<file path="src/rtl/tmr_pkg.sv">
package tmr_pkg;
  localparam int DATA_W = 32;
  localparam int IDX_W  = 4;

  // word indices of the register map (channel match registers occupy 0..NCH-1)
  localparam logic [IDX_W-1:0] IDX_COUNT  = 4'd4;
  localparam logic [IDX_W-1:0] IDX_STATUS = 4'd5;
  localparam logic [IDX_W-1:0] IDX_ENABLE = 4'd7;
endpackage

</file>
<file path="src/rtl/tmr_counter.sv">
module tmr_counter #(
  parameter int W = 32
) (
  input  logic         clk,
  input  logic         rst_n,
  input  logic         tick,
  input  logic         load,
  input  logic [W-1:0] load_val,
  output logic [W-1:0] cnt
);
  function automatic logic [W-1:0] step(input logic [W-1:0] c);
    return c + {{(W-1){1'b0}}, 1'b1};
  endfunction

  always_ff @(posedge clk) begin
    if (!rst_n)    cnt <= '0;
    else if (load) cnt <= load_val;
    else if (tick) cnt <= step(cnt);
  end

  // one tick moves the counter by exactly one, modulo 2^W
  a_r1_step: assert property (@(posedge clk) disable iff (!rst_n)
    (tick && !load) |=> (cnt - $past(cnt)) == {{(W-1){1'b0}}, 1'b1});
  // idle cycles leave the counter alone
  a_r1_hold: assert property (@(posedge clk) disable iff (!rst_n)
    (!tick && !load) |=> $stable(cnt));
  // a load wins over a tick
  a_r1_load: assert property (@(posedge clk) disable iff (!rst_n)
    load |=> cnt == $past(load_val));
endmodule

</file>
<file path="src/rtl/tmr_chan.sv">
module tmr_chan #(
  parameter int W = 32
) (
  input  logic         clk,
  input  logic         rst_n,
  input  logic         tick,
  input  logic [W-1:0] cnt,
  input  logic         match_we,
  input  logic [W-1:0] wdata,
  input  logic         clr,
  output logic [W-1:0] match_q,
  output logic         hit,
  output logic         flag
);
  function automatic logic is_hit(input logic t, input logic [W-1:0] c,
                                  input logic [W-1:0] m);
    return t && (c == m);
  endfunction

  assign hit = is_hit(tick, cnt, match_q);

  always_ff @(posedge clk) begin
    if (!rst_n)        match_q <= '0;
    else if (match_we) match_q <= wdata;
  end

  always_ff @(posedge clk) begin
    if (!rst_n)   flag <= 1'b0;
    else if (hit) flag <= 1'b1;
    else if (clr) flag <= 1'b0;
  end

  // a match event always leaves the flag set, even with a clear
  a_r2_set: assert property (@(posedge clk) disable iff (!rst_n)
    hit |=> flag);
  // a set flag survives any cycle without a clear
  a_r3_sticky: assert property (@(posedge clk) disable iff (!rst_n)
    (flag && !clr) |=> flag);
  // a clear without a concurrent match drops the flag
  a_r4_clear: assert property (@(posedge clk) disable iff (!rst_n)
    (clr && !hit) |=> !flag);
  // the flag can only rise through a match event
  a_r2_no_spurious: assert property (@(posedge clk) disable iff (!rst_n)
    (!flag && !hit) |=> !flag);
  // rewriting the match value does not touch the flag
  a_r9_match_inert: assert property (@(posedge clk) disable iff (!rst_n)
    (match_we && !hit && !clr) |=> flag == $past(flag));
endmodule

</file>
<file path="src/rtl/tmr_match_unit.sv">
module tmr_match_unit #(
  parameter int NCH   = 4,
  parameter int CNT_W = tmr_pkg::DATA_W
) (
  input  logic                      clk,
  input  logic                      rst_n,
  input  logic                      tick,
  input  logic                      reg_we,
  input  logic [tmr_pkg::IDX_W-1:0] reg_idx,
  input  logic [tmr_pkg::DATA_W-1:0] reg_wdata,
  output logic [tmr_pkg::DATA_W-1:0] reg_rdata,
  output logic [NCH-1:0]            irq
);
  import tmr_pkg::*;

  localparam int PAD_W = DATA_W - NCH;

  logic [CNT_W-1:0] cnt;
  logic [CNT_W-1:0] match_q [NCH];
  logic [NCH-1:0]   hits;
  logic [NCH-1:0]   flags;
  logic [NCH-1:0]   en_q;

  logic cnt_load, sts_wr, en_wr;
  assign cnt_load = reg_we && (reg_idx == IDX_COUNT);
  assign sts_wr   = reg_we && (reg_idx == IDX_STATUS);
  assign en_wr    = reg_we && (reg_idx == IDX_ENABLE);

  tmr_counter #(.W(CNT_W)) u_cnt (
    .clk      (clk),
    .rst_n    (rst_n),
    .tick     (tick),
    .load     (cnt_load),
    .load_val (reg_wdata[CNT_W-1:0]),
    .cnt      (cnt)
  );

  for (genvar g = 0; g < NCH; g++) begin : g_ch
    logic mwe;
    logic clr;
    assign mwe = reg_we && (reg_idx == IDX_W'(g));
    assign clr = sts_wr && reg_wdata[g];
    tmr_chan #(.W(CNT_W)) u_ch (
      .clk      (clk),
      .rst_n    (rst_n),
      .tick     (tick),
      .cnt      (cnt),
      .match_we (mwe),
      .wdata    (reg_wdata[CNT_W-1:0]),
      .clr      (clr),
      .match_q  (match_q[g]),
      .hit      (hits[g]),
      .flag     (flags[g])
    );
  end

  always_ff @(posedge clk) begin
    if (!rst_n)     en_q <= '0;
    else if (en_wr) en_q <= reg_wdata[NCH-1:0];
  end

  assign irq = flags & en_q;

  always_comb begin
    reg_rdata = '0;
    for (int i = 0; i < NCH; i++)
      if (reg_idx == IDX_W'(i)) reg_rdata = DATA_W'(match_q[i]);
    case (reg_idx)
      IDX_COUNT:  reg_rdata = DATA_W'(cnt);
      IDX_STATUS: reg_rdata = {{PAD_W{1'b0}}, flags};
      IDX_ENABLE: reg_rdata = {{PAD_W{1'b0}}, en_q};
      default: ;
    endcase
  end

  // reserved status bits never read as one
  a_r6_reserved: assert property (@(posedge clk) disable iff (!rst_n)
    (reg_idx == IDX_STATUS) |-> reg_rdata[DATA_W-1:NCH] == '0);
  // no interrupt without its status flag
  a_r8_irq_needs_flag: assert property (@(posedge clk) disable iff (!rst_n)
    (irq & ~flags) == '0);
  // a disabled channel never interrupts
  a_r8_irq_masked: assert property (@(posedge clk) disable iff (!rst_n)
    (irq & ~en_q) == '0);
endmodule

</file>
<file path="config.mk">
export PLATFORM = sky130hd
export DESIGN_NAME = tmr_match_unit
export DESIGN_NICKNAME = d
export VERILOG_FILES = /design/src/rtl/tmr_pkg.sv /design/src/rtl/tmr_counter.sv /design/src/rtl/tmr_chan.sv /design/src/rtl/tmr_match_unit.sv
export SDC_FILE = /design/constraint.sdc
export NUM_CORES = 1
export LEC_CHECK = 0
export BUFFER_PORTS_ARGS = -buffer_cell sky130_fd_sc_hd__buf_4
export CAP_MARGIN = 15
export CORE_MARGIN = 2
export CORE_UTILIZATION = 49
export DETAILED_ROUTE_END_ITERATION = 8
export PLACE_DENSITY = 0.68
export SYNTH_ARGS = -nofsm -noshare
export SYNTH_HDL_FRONTEND = slang
export SYNTH_SLANG_ARGS = --single-unit
export TNS_END_PERCENT = 20
</file>
<file path="constraint.sdc">
create_clock -name clk -period 4.1 [get_ports clk]
set_clock_uncertainty 0.2 [all_clocks]
set_input_delay 1.23 -clock clk [delete_from_list [all_inputs] [get_ports clk]]
set_output_delay 1.23 -clock clk [all_outputs]
set_load 0.01 [all_outputs]
</file>
== Word-level counts from Yosys, hierarchy flattened ==
Index checks and enable logic that the tools add are counted.

* Register bits after elaboration: 168
* Input bits: 40

* $add $sub $neg: 1
* Eq/ne operators: 10
* Muxes and demuxes: 15
* Bitwise operators: 1
* Reduce and logical (&&, ||, !) cells: 21

{| class="wikitable"
|+ Operator list
! operator !! count
|-
| $mux W32 || 6
|-
| $eq A32 B32 Y1 || 4
|-
| $pmux W32 S3 || 1
|-
| $add A32 B1 Y32 const B || 1
|-
| $logic_and A1 B1 Y1 || 15
|-
| $eq A4 B3 Y1 const B || 3
|-
| $reduce_bool A2 Y1 || 5
|-
| $eq A4 B2 Y1 const B || 2
|-
| $mux W1 || 8
|-
| $and A4 B4 Y4 || 1
|-
| $eq A4 B1 Y1 const B || 1
|-
| $logic_not A4 Y1 || 1
|}

== Logic depth before layout (Yosys ltp) ==
Gate-level depths: netlist of the first run.

* Depth after elaboration: 6
* Gate-level depth with buffers: 8
* Depth with buffers taken out: 6

== Hierarchy ==
From an unflattened synthesis of the first run, not the netlist that was laid out.

* Cell total of the unflattened synthesis: 1124
* Area, all modules: 10030.9 um2

{| class="wikitable"
|+ By module, submodules not included
! module !! times used !! cells each !! area an instance (um2) !! seq. area each (um2)
|-
| tmr_chan || 4 || 152 || 1585.3 || 660.6
|-
| tmr_counter || 1 || 236 || 1860.5 || 640.6
|-
| tmr_match_unit || 1 || 280 || 1829.3 || 80.1
|}

== Worst setup path after synthesis of the first run ==
OpenSTA, ideal clock, no wires.

* Kind: input-to-output
* From: input reg_idx[0] in the netlist's numbering
* To: output reg_rdata[10] in the netlist's numbering
* Arrival time: 2632 ps
* Required time: 2670 ps
* Setup slack: 38 ps
* Stages: 7
* Path buffers: 3
* Cell sequence: clkbuf_1 buf_1 buf_2 mux2i_1 nor2_1 a21oi_1 o21ai_0

* Cells in the longest elaborated chain, start to end: 6
* Elaborated cells on any way between the ends: 12
* Those cells by class: eq/ne (6); mux (5); reduce/logical (1)

{| class="wikitable"
|+ RTL lines
! item !! RTL line !! RTL
|-
| start: declaration || tmr_match_unit.sv:9 || <nowiki>input logic [tmr_pkg::IDX_W-1:0] reg_idx,</nowiki>
|-
| $logic_not A4 Y1 || tmr_match_unit.sv:67 || <nowiki>if (reg_idx == IDX_W'(i)) reg_rdata = DATA_W'(match_q[i]);</nowiki>
|-
| $mux W32 (4 in a row) || tmr_match_unit.sv:67 ||
|-
| $pmux W32 S3 (*) || tmr_match_unit.sv:68 || <nowiki>case (reg_idx)</nowiki>
|-
| end: declaration || tmr_match_unit.sv:11 || <nowiki>output logic [tmr_pkg::DATA_W-1:0] reg_rdata,</nowiki>
|}

Every way passes the cells marked *; elsewhere a longest branch is shown, timed or not.

== Worst setup path in the final report of the first run ==
* From: input reg_idx[1] in the netlist's numbering
* To: output reg_rdata[2] in the netlist's numbering

The elaborated chain is that of the path after synthesis.

==> impl_metrics.tcl, run 1 <==
set metrics [dict create \
    status "completed" \
    p_leak_nw 4.009 \
    final_core_util_pct 56.84 \
    p_sw_share_pct 27.48 \
    cts-buffers-inserted 17 \
    synth_top_family_by_area "simple AND/OR/NAND/NOR gates" \
    worstSkewPairLatency_ns 0.43 \
    synth_area_leaders "dfxtp_1, nand2_1, a21oi_1" \
    crit_slowest_cell "nor2b_2" \
    fin_setup_tns_ns 0 \
    power.total_mw 3.688 \
    clock_power_share_pct 43.3 \
    path_class "in -> out" \
    grt_start_max_net_pins 65 \
    drt-total-wl_mm 32.09 \
    synth_top_area_cell "dfxtp_1" \
    initial_utilization_pct 49.49 \
    place_area_sq_um 9948 \
    cpPeakStageDelay_ns 0.26 \
    first_global_vias 8070 \
    path_delay_family "buffers and inverters" \
    crit_path_end "reg_rdata[2]" \
    ir_worst_vdd_uv 301.3 \
    cp.required_ns 2.67 \
    synth-edff-count 0 \
    fill_cells 1736 \
    tightest_slew_ns 0.7547 \
    synth_fa_ha_area_share_pct 0.1365 \
    vias 9010 \
    cts_setup_buffers 0 \
    r2r-start "u_cnt.cnt[3]$_SDFFE_PN0P_" \
    fin_crit_ns 3.915 \
    ys_warn_count 0 \
    synth_flop_cell "dfxtp_1" \
    min_path_type "reg -> reg" \
    ant_nets 0 \
    ys_ff_latch 168 \
    whs_ns 0.2835 \
    cts_resized 0 \
    worstPathArrival_ns 2.49 \
    postSynth.asyncResetShare_pct 0 \
    grt_pass1_wl_mm 48.57 \
    r2r_slack_ns 1.57 \
    relSlewSlack_pct 49.50 \
    syn_area_per_cell_sq_um 7.689 \
    grt.overflow.total 0 \
    die_w_microns 140.8 \
    drive_above_1_share_pct 13.21 \
    final_area_sq_um 10530 \
    finalMaxSlewViolations 0 \
    tritoncts "built" \
    synth_xor_area_share_pct 15.19 \
    endpoint_kind "output port" \
    synth_compound_area_share_pct 17.02 \
    crit_top_cell "buf_4" \
    p_sw_mw 1.014 \
    viasPerCell 6.171 \
    fin_crit_sh_pct 95.49 \
    grt_usage_pct 32.14 \
    clk_pin_slew_ns 0.06 \
    combPwrFrac_pct 10.2 \
    yosysTopAreaCellShare_pct 36.70 \
    globalplace.congestion 0.9990 \
    cp-start-kind "primary input" \
    antenna_found_initial 0 \
    ios 76 \
    drc 0 \
    p_per_area_nw_per_um2 350.4 \
    hold_viol 0 \
    worstHoldStart "g_ch[1].u_ch.match_q[16]$_SDFFE_PN0P_" \
    drt_iter0_markers 1262 \
    wl_per_cell_microns 21.98 \
    die-area_sq_um 19810 \
    reg2reg_depth 5 \
    firstDrtPassIters 6 \
    syn-cell-area_sq_um 9165 \
    nets 1254 \
    finalSetupViolCount 0 \
    seq_area_frac_synth_pct 36.70 \
    syn_inst 1192 \
    die_h_microns 140.8 \
    cp_num_buf_inv 3 \
    r2r-end "u_cnt.cnt[30]$_SDFFE_PN0P_" \
    crit_chain "buf_4, nor2b_2, buf_12, nor2_1, a221oi_1, a21oi_1, buf_4" \
    crit_fanout 21 \
    cap_viol_max_count 0 \
    htreeDepth 4 \
    rsz0062_at_grt "no" \
    crit_start "reg_idx[1]" \
    io_buffers 75 \
    synth.most_common_cell "nand2_1" \
    ys_types 41 \
    p_seq_share_pct 46.5 \
    synth_fp_nets 1233 \
    cts_hold_buf 0 \
    synthMuxAreaShare_pct 4.778 \
    cts-root-buf "clkbuf_16" \
    intPower_mw 2.674 \
    antenna_cells 0 \
    hpwl_mm 22.37 \
    yosys.area_share.simple_pct 20.96 \
    clk_path_buf_depth 2 \
    areaGrowthSynthToFinish_pct 14.84 \
    cp.depth 7 \
    max_freq_mhz 255.4 \
    clock_sinks 168 \
    row_count 50 \
    core-area_sq_um 18520 \
    synthTopCellsByCount "nand2_1, a21oi_1, dfxtp_1" \
]
==> state kept, by name (all words and copies together) (netlist names) <==
name	cells
en_q	4
g_ch.u_ch.flag	4
g_ch.u_ch.match_q	128
u_cnt.cnt	32
==> layout by cell type (no fill, tap or decap), drive strengths merged, types with 4 or more instances in the layout <==
cell type | netlist | final
o21ai | 50 | 50
a22oi | 23 | 23
a221oi | 4 | 4
inv | 5 | 12
xnor2 | 73 | 73
nand3 | 18 | 18
mux2i | 28 | 28
a32o | 4 | 4
dfxtp | 168 | 168
and2 | 6 | 6
nand4 | 27 | 27
and3 | 12 | 12
a211oi | 13 | 13
a21oi | 178 | 178
nor4 | 25 | 25
o22ai | 4 | 4
a22o | 5 | 5
nor3 | 9 | 9
buf | 23 | 109
xor2 | 86 | 86
nand2 | 283 | 283
mux2 | 4 | 4
clkbuf | 84 | 18
nor2 | 44 | 44
mux4 | 5 | 5
clkinv | 0 | 4
==> power groups by stage <==
stage	clock network [mW]	logic, mW	registers [mW]
after floorplan	0	0.228	1.71
after global placement	0	0.362	1.75
after detailed placement	0	0.363	1.75
after CTS	1.61	0.366	1.71
after global routing	1.66	0.397	1.72
final	1.60	0.377	1.71
==> stage by stage <==
stage	setup slack [ns]	instances
floorplan	0.03815	1192
global placement	0.2017	1428
detailed placement	0.2050	1428
CTS	0.2009	1460
global route	0.06216	1460
finish	0.1848	1460
==> metal layers <==
| layer | GRT usage [%] | part of all wire (%) | wire [microns] | up-vias |
|---|---|---|---|---|
| met4 | 12.21 | 3.5 | 1117 | 0 |
| met5 | 0 | 0 | 0 | - |
| met2 | 49.55 | 44 | 14200 | 540 |
| li1 | - | - | - | 4099 |
| met3 | 5.944 | 11 | 3385 | 85 |
| met1 | 44.91 | 42 | 13390 | 4286 |
==> worst min-delay path by stage <==
stage | to | depth (start not counted)
finish | g_ch[1].u_ch.match_q[16]$_SDFFE_PN0P_ | 2
global route | g_ch[0].u_ch.match_q[13]$_SDFFE_PN0P_ | 2
CTS | g_ch[1].u_ch.match_q[16]$_SDFFE_PN0P_ | 2
detailed placement | g_ch[1].u_ch.match_q[16]$_SDFFE_PN0P_ | 2
global placement | g_ch[3].u_ch.match_q[19]$_SDFFE_PN0P_ | 2
floorplan | g_ch[1].u_ch.match_q[29]$_SDFFE_PN0P_ | 2
==> worst reg2reg max path, cell delays in order, from the launching register on <==
cell and delay, ns:
dfxtp_1 0.64, nand4_2 0.31, or4_4 0.56, nor4_1 0.43
xnor2_1 0.17, a21oi_1 0.08
==> final cells by class <==
type / count / area [sq um] / share of cell area [%]
inverter: 5 / 21.27 / 0.2021
timing repair buffer: 109 / 930.9 / 8.845
sequential: 168 / 3363 / 31.95
clock buffer: 18 / 439.2 / 4.173
tap: 234 / 292.8 / 2.782
clock inverter: 14 / 137.6 / 1.308
multi-input combinational: 912 / 5340 / 50.74
==> cell families after synthesis <==
group | after synthesis
AOI/OAI and AO/OA | 281
xor gates and xnor gates | 159
adders and majority gates | 1
buffers and inverters | 112
DFF | 168
muxes | 37
and+or+nand+nor | 434
(Power assumes the default switching activity.)
==> run 2, diff against run 1 <==
--- a/config.mk
+++ b/config.mk
@@ -8,9 +8,9 @@
 export BUFFER_PORTS_ARGS = -buffer_cell sky130_fd_sc_hd__buf_4
 export CAP_MARGIN = 15
 export CORE_MARGIN = 2
-export CORE_UTILIZATION = 49
+export CORE_UTILIZATION = 30
 export DETAILED_ROUTE_END_ITERATION = 8
-export PLACE_DENSITY = 0.68
+export PLACE_DENSITY = 0.48
 export SYNTH_ARGS = -nofsm -noshare
 export SYNTH_HDL_FRONTEND = slang
 export SYNTH_SLANG_ARGS = --single-unit
==> constraint.sdc (replaced) <==
create_clock -name clk -period 3.2 [get_ports clk]
set_clock_uncertainty 0.2 [all_clocks]
set_input_delay 0.96 -clock clk [delete_from_list [all_inputs] [get_ports clk]]
set_output_delay 0.96 -clock clk [all_outputs]
set_load 0.01 [all_outputs]
==> run 2 against run 1 <==
- the run now ends with negative setup slack left
- die area up 61%
- sequential power increased by 28%
- flip-flop and latch count unchanged
- largest power group is now clock
==> impl_metrics.tcl, run 2 (synthesis results as in run 1) <==
set metrics [dict create \
    vias 8907 \
    p_per_area_nw_per_um2 432.6 \
    fin_crit_ns 3.280 \
    drive_above_1_share_pct 19.42 \
    viasPerCell 5.375 \
    status "complete, but fails checks" \
    path_delay_family "buffers and inverters" \
    tritoncts "built" \
    combPwrFrac_pct 11.6 \
    ir_worst_vdd_uv 341.1 \
    finalMaxSlewViolations 0 \
    p_sw_mw 1.393 \
    cp.required_ns 2.04 \
    r2r-end "u_cnt.cnt[31]$_SDFFE_PN0P_" \
    die-area_sq_um 31960 \
    clk_path_buf_depth 2 \
    hold_viol 0 \
    p_sw_share_pct 27.87 \
    crit_slowest_cell "or2_4" \
    endpoint_kind "output port" \
    cpPeakStageDelay_ns 0.26 \
    crit_start "reg_idx[2]" \
    grt_usage_pct 23.55 \
    htreeDepth 4 \
    min_path_type "reg -> reg" \
    final_cell_mix "nand2_1, a21oi_1, dfxtp_1" \
    drt_iter0_markers 843 \
    fill_cells 3083 \
    dp.cells 1614 \
    crit_path_end "reg_rdata[7]" \
    die_h_microns 178.8 \
    wl_per_cell_microns 22.86 \
    clock_power_share_pct 44.6 \
    dp_slack_ns -0.2059 \
    first_global_vias 8451 \
    intPower_mw 3.606 \
    grt.overflow.total 0 \
    antenna_found_initial 0 \
    drt-total-wl_mm 37.89 \
    grtUsageMet3_pct 4.347 \
    grt.met2_usage_pct 37.18 \
    relSlewSlack_pct 46.38 \
    antenna_cells 0 \
    reg2reg_depth 6 \
    final_common_cell "nand2_1" \
    cts-buffers-inserted 17 \
    areaGrowthSynthToFinish_pct 26.09 \
    cp.depth 8 \
    hpwl_mm 26.53 \
    cap_viol_max_count 0 \
    nets 1295 \
    fin_setup_tns_ns -0.9560 \
    grt_use_met1_pct 32.62 \
    grt_start_max_net_pins 82 \
    max_freq_mhz 304.9 \
    place_area_sq_um 10420 \
    rsz0062_at_grt "yes" \
    clock_sinks 168 \
    cp_num_buf_inv 4 \
    tightest_slew_ns 0.7969 \
    largest-register "g_ch.u_ch.match_q" \
    crit_fanout 8 \
    globalplace.congestion 0.9145 \
    firstDrtPassIters 5 \
    worstPathArrival_ns 2.12 \
    die_w_microns 178.8 \
    ios 76 \
    cts-root-buf "clkbuf_16" \
    reg_top3 "g_ch.u_ch.match_q x128, u_cnt.cnt x32" \
    io_buffers 75 \
    path_class "in -> out" \
    fin_crit_sh_pct 102.5 \
    finalSetupViolCount 31 \
    largest_register_ffs 128 \
    core-area_sq_um 29870 \
    clk_pin_slew_ns 0.06 \
    instances_no_fill 1657 \
    ant_nets 0 \
    p_leak_nw 4.361 \
    crit_chain "buf_6, or2_4, nor2_4, buf_12, clkbuf_16, a22oi_2, o21ai_2, buf_4" \
    drc 0 \
    r2r_slack_ns 0.65 \
    initial_utilization_pct 30.68 \
    violations "negative setup slack" \
    final_area_sq_um 11560 \
    worstSkewPairLatency_ns 0.45 \
    p_seq_share_pct 43.8 \
    busiest_layer "met2" \
    grt_pass1_wl_mm 55.14 \
    whs_ns 0.2787 \
    r2r-start "u_cnt.cnt[8]$_SDFFE_PN0P_" \
    worst_slack_ns -0.07979 \
    row_count 63 \
    cp-start-kind "primary input" \
]
-- run 2: worst min-delay path by stage --
stage | from | slack (ns) | depth (start not counted) | endpoint
2_1_floorplan | g_ch[1].u_ch.match_q[29]$_SDFFE_PN0P_ | 0.26 | 2 | g_ch[1].u_ch.match_q[29]$_SDFFE_PN0P_
3_3_place_gp | g_ch[3].u_ch.match_q[24]$_SDFFE_PN0P_ | 0.27 | 2 | g_ch[3].u_ch.match_q[24]$_SDFFE_PN0P_
3_5_place_dp | g_ch[3].u_ch.match_q[24]$_SDFFE_PN0P_ | 0.27 | 2 | g_ch[3].u_ch.match_q[24]$_SDFFE_PN0P_
4_1_cts | g_ch[3].u_ch.match_q[24]$_SDFFE_PN0P_ | 0.28 | 2 | g_ch[3].u_ch.match_q[24]$_SDFFE_PN0P_
5_1_grt | g_ch[3].u_ch.match_q[24]$_SDFFE_PN0P_ | 0.30 | 2 | g_ch[3].u_ch.match_q[24]$_SDFFE_PN0P_
6_report | g_ch[3].u_ch.match_q[24]$_SDFFE_PN0P_ | 0.28 | 2 | g_ch[3].u_ch.match_q[24]$_SDFFE_PN0P_
-- run 2: layout make-up --
cell class	instances	area [sq um]	share of cell area [%]
Tap cell	390	488.0	4.223
Timing Repair Buffer	150	1483	12.83
Clock inverter	15	188.9	1.635
Clock buffer	17	425.4	3.681
Sequential cell	168	3363	29.10
Multi-Input combinational cell	912	5587	48.34
Inverter	5	21.27	0.1841
-- run 2: per-layer routing --
metal | vias to the layer above | routed length [microns]
li1 | 4174 | -
met1 | 4332 | 16900
met2 | 346 | 17100
met3 | 55 | 2829
met4 | 0 | 1051
met5 | - | 0
-- run 2: power groups by stage --
stage / combinational, mW / sequential, mW / clock, mW
2_1_floorplan: 0.295 / 2.20 / 0
3_3_place_gp: 0.530 / 2.24 / 0
3_5_place_dp: 0.528 / 2.24 / 0
4_1_cts: 0.555 / 2.19 / 2.25
5_1_grt: 0.616 / 2.19 / 2.32
6_report: 0.582 / 2.19 / 2.23
-- run 2: through the flow --
step                power [mW]  util, %
finish                   5.000    38.68
global route             5.134    38.68
CTS                      4.990    37.66
detailed placement       2.764    34.87
global placement         2.765    34.87
floorplan                2.492        -
-- run 2: timing repair --
action / CTS / global route
hold buffers: 0 / 0
endpoints found under the setup margin: 32 / 32
pin swaps: 6 / 19
gates resized for setup: 36 / 54
gates cloned: 2 / 3
setup buffers: 5 / 1
-- run 2: worst reg2reg max path: cells and delay by family, from the launching register on --
| family | cells | cell delay, ns |
|---|---|---|
| xor gates and xnor gates | 1 | 0.11 |
| and+or+nand+nor | 3 | 1.20 |
| DFF | 1 | 0.67 |
| AOI/OAI and AO/OA | 1 | 0.08 |
| buffers and inverters | 1 | 0.18 |
==> run 3, diff against run 2 <==
--- a/config.mk
+++ b/config.mk
@@ -10,7 +10,7 @@
 export CORE_MARGIN = 2
 export CORE_UTILIZATION = 30
 export DETAILED_ROUTE_END_ITERATION = 8
-export PLACE_DENSITY = 0.48
+export PLACE_DENSITY = 0.47
 export SYNTH_ARGS = -nofsm -noshare
 export SYNTH_HDL_FRONTEND = slang
 export SYNTH_SLANG_ARGS = --single-unit
==> constraint.sdc (replaced) <==
create_clock -name clk -period 4.1 [get_ports clk]
set_clock_uncertainty 0.2 [all_clocks]
set_input_delay 1.23 -clock clk [delete_from_list [all_inputs] [get_ports clk]]
set_output_delay 1.23 -clock clk [all_outputs]
set_load 0.01 [all_outputs]
==> run 3 against run 2 <==
- the run now ends clean
- critical endpoint is now reg_rdata[18]
- design area shrank 6.7%
- sequential power shrank 22%
- via count shrank 2.8%
- register-to-register slack gained 0.67 ns
- utilization shrank 2.6 points
- setup slack gained 0.25 ns
==> impl_metrics.tcl, run 3 (synthesis results as in run 1) <==
set metrics [dict create \
    power.total_mw 3.717 \
    cts-root-buf "clkbuf_16" \
    reg2reg_depth 5 \
    instances_no_fill 1621 \
    hold_viol 0 \
    htreeDepth 4 \
    vias 8662 \
    path_class "in -> out" \
    cts_hold_buf 0 \
    grt.overflow.total 0 \
    grt_start_max_net_pins 55 \
    tritoncts "built" \
    nets 1260 \
    finalSetupViolCount 0 \
    r2r_slack_ns 1.32 \
    ios 76 \
    path_delay_family "buffers and inverters" \
    io_buffers 75 \
    globalplace.congestion 0.8852 \
    clk_path_buf_depth 2 \
    hold_path_end "g_ch[1].u_ch.match_q[9]$_SDFFE_PN0P_" \
    final_common_cell "nand2_1" \
    cts_resized 0 \
    finalMaxSlewViolations 0 \
    die_w_microns 178.8 \
    crit_slowest_cell "buf_12" \
    fin_crit_sh_pct 95.91 \
    worstPathArrival_ns 2.50 \
    final_cell_mix "nand2_1, a21oi_1, dfxtp_1" \
    drc 0 \
    final_core_util_pct 36.07 \
    grt_pass1_wl_mm 55.33 \
    ant_nets 0 \
    holdPathStages 2 \
    dp.cells 1590 \
    crit_chain "buf_4, buf_12, nand2_1, nor2_2, buf_12, a22oi_1, o21ai_0, buf_4" \
    drt_iter0_markers 837 \
    antenna_found_initial 0 \
    core-area_sq_um 29870 \
    clock_sinks 168 \
    largest-register "g_ch.u_ch.match_q" \
    r2r-start "u_cnt.cnt[3]$_SDFFE_PN0P_" \
    die-area_sq_um 31960 \
    cpPeakStageDelay_ns 0.22 \
    first_global_vias 8151 \
    worstHoldStart "g_ch[1].u_ch.match_q[9]$_SDFFE_PN0P_" \
    p_per_area_nw_per_um2 344.9 \
    max_freq_mhz 254.3 \
    ir_worst_vdd_uv 285.1 \
    fin_crit_ns 3.932 \
    areaGrowthSynthToFinish_pct 17.58 \
    worstSkewPairLatency_ns 0.44 \
    min_path_type "reg -> reg" \
    initial_utilization_pct 30.68 \
    status "completed" \
    clk_pin_slew_ns 0.07 \
    r2r-end "u_cnt.cnt[31]$_SDFFE_PN0P_" \
    wl_per_cell_microns 22.94 \
    cp.required_ns 2.67 \
    largest_register_ffs 128 \
    cp-start-kind "primary input" \
    crit_fanout 29 \
    firstDrtPassIters 5 \
    drt-total-wl_mm 37.18 \
    tightest_slew_ns 0.8071 \
    endpoint_kind "output port" \
    reg_top3 "g_ch.u_ch.match_q x128, u_cnt.cnt x32" \
    cts-buffers-inserted 17 \
    fin_setup_tns_ns 0 \
    p_leak_nw 4.025 \
    rsz0062_at_grt "no" \
    viasPerCell 5.344 \
    row_count 63 \
    antenna_cells 0 \
    cts_setup_buffers 0 \
    die_h_microns 178.8 \
    cp_num_buf_inv 4 \
    drive_above_1_share_pct 13.57 \
    hpwl_mm 26.38 \
    grt_usage_pct 23.64 \
    relSlewSlack_pct 45.70 \
    cap_viol_max_count 0 \
]
run 3: power by group:
group          internal (mW)  leakage (nW)  switching [mW]  total (mW)
clock network          0.854         0.257           0.752        1.61
registers               1.66          1.36          0.0511        1.71
logic                  0.150          2.41           0.249       0.399
run 3: worst max-delay path by stage:
| stage | startpoint | to | slack (ns) | cells after the start |
|---|---|---|---|---|
| after floorplan | reg_idx[0] | reg_rdata[10] | 0.04 | 7 |
| after global placement | reg_idx[0] | reg_rdata[25] | 0.17 | 8 |
| after detailed placement | reg_idx[0] | reg_rdata[25] | 0.16 | 8 |
| after CTS | reg_idx[0] | reg_rdata[25] | 0.15 | 8 |
| after global routing | reg_idx[0] | reg_rdata[25] | 0.06 | 8 |
| final | reg_idx[0] | reg_rdata[18] | 0.17 | 8 |
run 3: layer usage:
metal / vias to the layer above / track usage (%) / share of wire [%]
met2: 341 / 37.44 / 46
met1: 4196 / 33.68 / 47
met4: 0 / 5.014 / 1.3
met3: 27 / 3.859 / 6.6
li1: 4098 / - / -
met5: - / 0 / 0
run 3: worst reg2reg max path, stage by stage (launching register included):
cell,delay (ns)
dfxtp_1,0.64
nand4_2,0.34
or4_4,0.57
nor4_1,0.62
xnor2_1,0.19
a21oi_1,0.09
run 3: cell type report:
type,count,area (sq um)
Timing Repair Buffer,115,1001
Fill cell,3127,19100
Sequential cell,168,3363
Clock inverter,13,123.9
Inverter,5,21.27
Multi-Input combinational cell,912,5340
Clock buffer,18,439.2
Tap cell,390,488.0
run 3: metrics by stage:
step	worst slack (ns)	hold WS [ns]	instance area, sq um
final	0.1679	0.2907	10780
after global routing	0.06389	0.3079	10780
after detailed placement	0.1567	0.2791	10210
after floorplan	0.03815	0.2576	9165
after CTS	0.1500	0.2889	10780
after global placement	0.1727	0.2732	10210
